--- config.mk ---
export PLATFORM = sky130hd
export DESIGN_NAME = xnor_dot_unit
export DESIGN_NICKNAME = d
export VERILOG_FILES = /design/src/rtl/xnor_dot_unit.sv
export SDC_FILE = /design/constraint.sdc
export NUM_CORES = 1
export LEC_CHECK = 0
export BUFFER_PORTS_ARGS = -buffer_cell sky130_fd_sc_hd__buf_2
export CORE_MARGIN = 10
export CORE_UTILIZATION = 46
export DETAILED_ROUTE_END_ITERATION = 8
export PLACE_DENSITY = 0.76
export SLEW_MARGIN = 30
export SYNTH_ARGS = -nofsm -noshare
export SYNTH_HDL_FRONTEND = slang
export SYNTH_SLANG_ARGS = --single-unit
--- constraint.sdc ---
create_clock -name clk -period 4.5 [get_ports clk]
set_input_delay 1.35 -clock clk [delete_from_list [all_inputs] [get_ports clk]]
set_output_delay 1.35 -clock clk [all_outputs]
set_load 0.05 [all_outputs]
--- src/rtl/xnor_dot_unit.sv ---
module xnor_dot_unit #(
  parameter int UF   = 16,
  parameter int NMAX = 1152
) (
  input  logic                        clk,
  input  logic                        rst_n,
  input  logic                        in_valid,
  output logic                        in_ready,
  input  logic                        in_first,
  input  logic                        in_last,
  input  logic [UF-1:0]               in_wgt,
  input  logic [UF-1:0]               in_act,
  input  logic [UF-1:0]               in_lane_en,
  output logic                        out_valid,
  output logic [$clog2(NMAX+1)-1:0]   out_sum
);
  localparam int CW = $clog2(UF + 1);
  localparam int AW = $clog2(NMAX + 1);

  function automatic logic [CW-1:0] ones(input logic [UF-1:0] v);
    logic [CW-1:0] n;
    n = '0;
    for (int i = 0; i < UF; i++) n = n + CW'(v[i]);
    return n;
  endfunction

  logic          take;
  logic [UF-1:0] hit;
  logic          s1_v, s1_f, s1_l;
  logic [CW-1:0] s1_cnt;
  logic [AW-1:0] acc, next_sum;

  assign take     = in_valid & in_ready;
  assign hit      = ~(in_wgt ^ in_act) & in_lane_en;
  assign next_sum = (s1_f ? AW'(0) : acc) + AW'(s1_cnt);

  always_ff @(posedge clk) begin
    if (!rst_n) begin
      in_ready  <= 1'b0;
      s1_v      <= 1'b0;
      s1_f      <= 1'b0;
      s1_l      <= 1'b0;
      s1_cnt    <= '0;
      acc       <= '0;
      out_valid <= 1'b0;
      out_sum   <= '0;
    end else begin
      in_ready  <= 1'b1;
      s1_v      <= take;
      if (take) begin
        s1_f   <= in_first;
        s1_l   <= in_last;
        s1_cnt <= ones(hit);
      end
      if (s1_v) acc <= next_sum;
      out_valid <= s1_v & s1_l;
      if (s1_v & s1_l) out_sum <= next_sum;
    end
  end

  // strobe follows an accepted last slice by two edges
  p_strobe_timing_r5: assert property (@(posedge clk) disable iff (!rst_n)
    out_valid == $past(in_valid && in_ready && in_last, 2));

  // ready stays up once reset has been released
  p_ready_held_r7: assert property (@(posedge clk) disable iff (!rst_n)
    in_ready |=> in_ready);

  // the reported sum never exceeds the largest filter length
  p_no_overflow_r9: assert property (@(posedge clk) disable iff (!rst_n)
    out_valid |-> out_sum <= AW'(NMAX));

  // a one-slice vector cannot carry more than UF
  p_first_clears_r3: assert property (@(posedge clk) disable iff (!rst_n)
    (in_valid && in_ready && in_first && in_last) |=> ##1 (out_sum <= AW'(UF)));

  // a fully masked one-slice vector reports zero
  p_masked_zero_r6: assert property (@(posedge clk) disable iff (!rst_n)
    (in_valid && in_ready && in_first && in_last && in_lane_en == '0)
      |=> ##1 (out_valid && out_sum == '0));
endmodule

==> impl_metrics.py <==
metrics = {
    "outcome": {
        "outcome": "complete, no violations",
    },
    "floorplanning": {
        "io_pins": 66,
        "row_count": 24,
        "initial_core_util": 0.4812,
        "die_area_um2": 7695,
        "die_h_um": 87.72,
        "coreArea_um2": 4384,
        "fp.dieW_um": 87.72,
    },
    "sta": {
        "fin_worst_skew_ns": 0.003284,
        "hold_viol": 0,
        "tightestPinTransition_ns": 0.7282,
        "timing.setup.tns_ns": 0,
        "drv_slew": 0,
        "fin_crit_ns": 4.480,
        "fmax_ghz": 0.2232,
        "setup_viol": 0,
        "max_slew_margin": 0.5139,
        "fin_crit_sh": 0.9956,
        "grt_setup_unrepaired": "true",
    },
    "routing": {
        "first_pass_iters": 4,
        "totalWireLength_mm": 4.917,
        "antenna_left": 0,
        "vias": 1931,
        "wl_per_cell_um": 13.36,
        "via_per_inst": 5.247,
        "drt-initial-drc-count": 155,
        "drc": 0,
    },
    "worst_setup_path": {
        "start_kind": "input port",
        "cpMostUsedCell": "fa_1",
        "cp.arrival_ns": 4.71,
        "worstPathMaxFanout": 2,
        "crit_slowest_cell": "fa_1",
        "reg2reg_slack_ns": 1.88,
        "cp_num_buf_inv": 5,
        "path_class": "input port to flop",
        "critPathMaxStageDelay_ns": 0.52,
        "path_cells": "buf_2, xnor2_2, nand2_1, fa_1, inv_2, fa_1, inv_1, fa_1, inv_1, fa_1, ha_2, inv_2, fa_2, nor2b_1, o211ai_1, a21oi_1",
        "cp-end-kind": "flop",
        "critical-path-top-delay-family": "adder cells",
        "r2r-start": "s1_f",
        "setup.worst_path.start": "in_act[13]",
        "cp.required_ns": 4.73,
    },
    "cts": {
        "cts_buffers": 5,
        "clockBufferDepth": 2,
        "cts.sinks": 32,
        "clockRootBuffer": "clkbuf_8",
        "clk_pin_slew_ns": 0.07,
        "htreeDepth": 2,
        "clk_latency_ns": 0.29,
        "cts_tree": "done",
    },
    "power_and_ir_drop": {
        "p_leak_nw": 1.162,
        "vdd_drop_max_uv": 152.0,
        "p_per_area_nw_per_um2": 345.3,
    },
    "placement": {
        "dp_cells": 359,
        "placed_cell_area_um2": 2492,
        "io_buffers": 65,
        "place_congestion": 0.7786,
        "place_hpwl_mm": 3.923,
    },
    "finish": {
        "final_cell_mix": "buf_2 (64), nand2_1 (42), dfxtp_1 (32)",
        "n_fill_cell": 379,
        "n_antenna_cell": 0,
        "layout-drive-gt1-share": 0.2816,
        "finalInstanceArea_um2": 2648,
        "fin_cells": 368,
        "finalCoreUtilization": 0.6039,
        "final_common_cell": "buf_2",
        "fin_nets": 389,
        "area_growth_pct": 25.50,
    },
    "synth": {
        "yosysUniqueCellTypes": 39,
        "ys_ff_latch": 32,
        "yosys_warnings": 0,
        "postSynth.asyncResetShare": 0,
        "synth_seq_area_share": 0.3037,
        "synth_cells": 251,
        "avgSynthCellArea_um2": 8.404,
        "syn-num-nets": 325,
        "synth_flop_cell": "dfxtp_1",
        "synth_area_um2": 2110,
        "synth-edff-count": 0,
    },
    "grt": {
        "grt_antenna_before_repair": 0,
        "grt-ovfl-total": 0,
        "grt_usage": 0.1359,
        "grt_pass1_wl_mm": 8.590,
        "grt_pass1_vias": 2047,
        "grt_max_degree": 26,
    },
    "min_path": {
        "hold_class": "flop to flop",
        "hold_start": "out_sum[4]",
    },
    "flow_run": {
        "maxCapViolations": 0,
    },
}
final timing paths:
kind / to / cells past startpoint
setup / recovery: s1_cnt[4] / 16
hold / removal: out_sum[4] / 2
setup reg to reg: acc[10] / 9
hold reg to reg: out_sum[4] / 2
timing repair:
item / 4_1_cts / 5_1_grt
setup endpoints to repair: 2 / 4
setup buffers: 0 / 1
hold buffers: 0 / 0
pin swaps: 2 / 6
cloned: 0 / 0
resized for setup: 0 / 5
sequential cells by signal, summed over array words and instances, names as in the netlist:
signal / count
s1_cnt: 5
out_valid: 1
s1_f: 1
in_ready: 1
s1_l: 1
out_sum: 11
acc: 11
s1_v: 1
layer usage:
| layer | part of all wire | track usage |
|---|---|---|
| met5 | 0 | 0 |
| met4 | 0.016 | 0.05507 |
| met3 | 0.074 | 0.04643 |
| met2 | 0.49 | 0.2388 |
| met1 | 0.42 | 0.1456 |
worst register-to-register path: stages, from the launching register on:
cell     delay [ns]
dfxtp_1        0.47
nor2b_1        0.20
ha_1           0.22
inv_1          0.07
fa_1           0.41
and2b_1        0.23
o31a_2         0.20
nor2_1         0.08
or4_1          0.51
a31oi_1        0.17
per-stage QoR:
| step | total power [W] | worst slack, ns | hold slack, ns |
|---|---|---|---|
| after global placement | 0.0005937 | -0.2462 | 0.4441 |
| final | 0.0009143 | 0.01990 | 0.4546 |
| after global routing | 0.0009826 | -0.1588 | 0.4907 |
| after floorplan | 0.0005219 | -0.06118 | 0.4336 |
| after CTS | 0.0009112 | -0.01103 | 0.4600 |
| after detailed placement | 0.0006094 | -0.3163 | 0.4497 |
where the power goes:
group | internal [W] | switching [W]
Combinational | 0.000155 | 0.000150
Sequential | 0.000295 | 0.0000112
Clock | 0.000195 | 0.000108
cell usage after synthesis, drive strengths merged, types with 4 or more instances:
library cell	instances	area [um2]
a21oi	14	70.07
ha	10	125.1
and2	7	43.79
o21ai	7	35.03
nor2	17	63.81
dfxtp	32	640.6
mux2i	4	40.04
o211ai	4	30.03
nand2b	5	31.28
nor3	4	20.02
fa	11	220.2
xnor2	20	175.2
clkbuf	10	37.54
inv	16	60.06
a211oi	6	45.04
nand2	42	157.7
nor2b	7	43.79
area by class of cell:
class	count	area [um2]	area share
inverter	17	63.81	0.02410
sequential	32	640.6	0.2420
multi-input combinational	191	1398	0.5279
tap	52	65.06	0.02457
clock inverter	1	30.03	0.01134
timing repair buffer	68	354.1	0.1337
clock buffer	7	96.34	0.03639
logic make-up after synthesis:
family | Yosys count | share of synthesized area
buffers and inverters | 28 | 0.05041
and+or+nand+nor | 96 | 0.2218
adders and majority gates | 21 | 0.1637
DFF | 32 | 0.3037
xor gates and xnor gates | 23 | 0.09550
muxes | 4 | 0.01898
AOI/OAI and AO/OA | 47 | 0.1459
No activity file was read; power rests on OpenSTA's default activity.
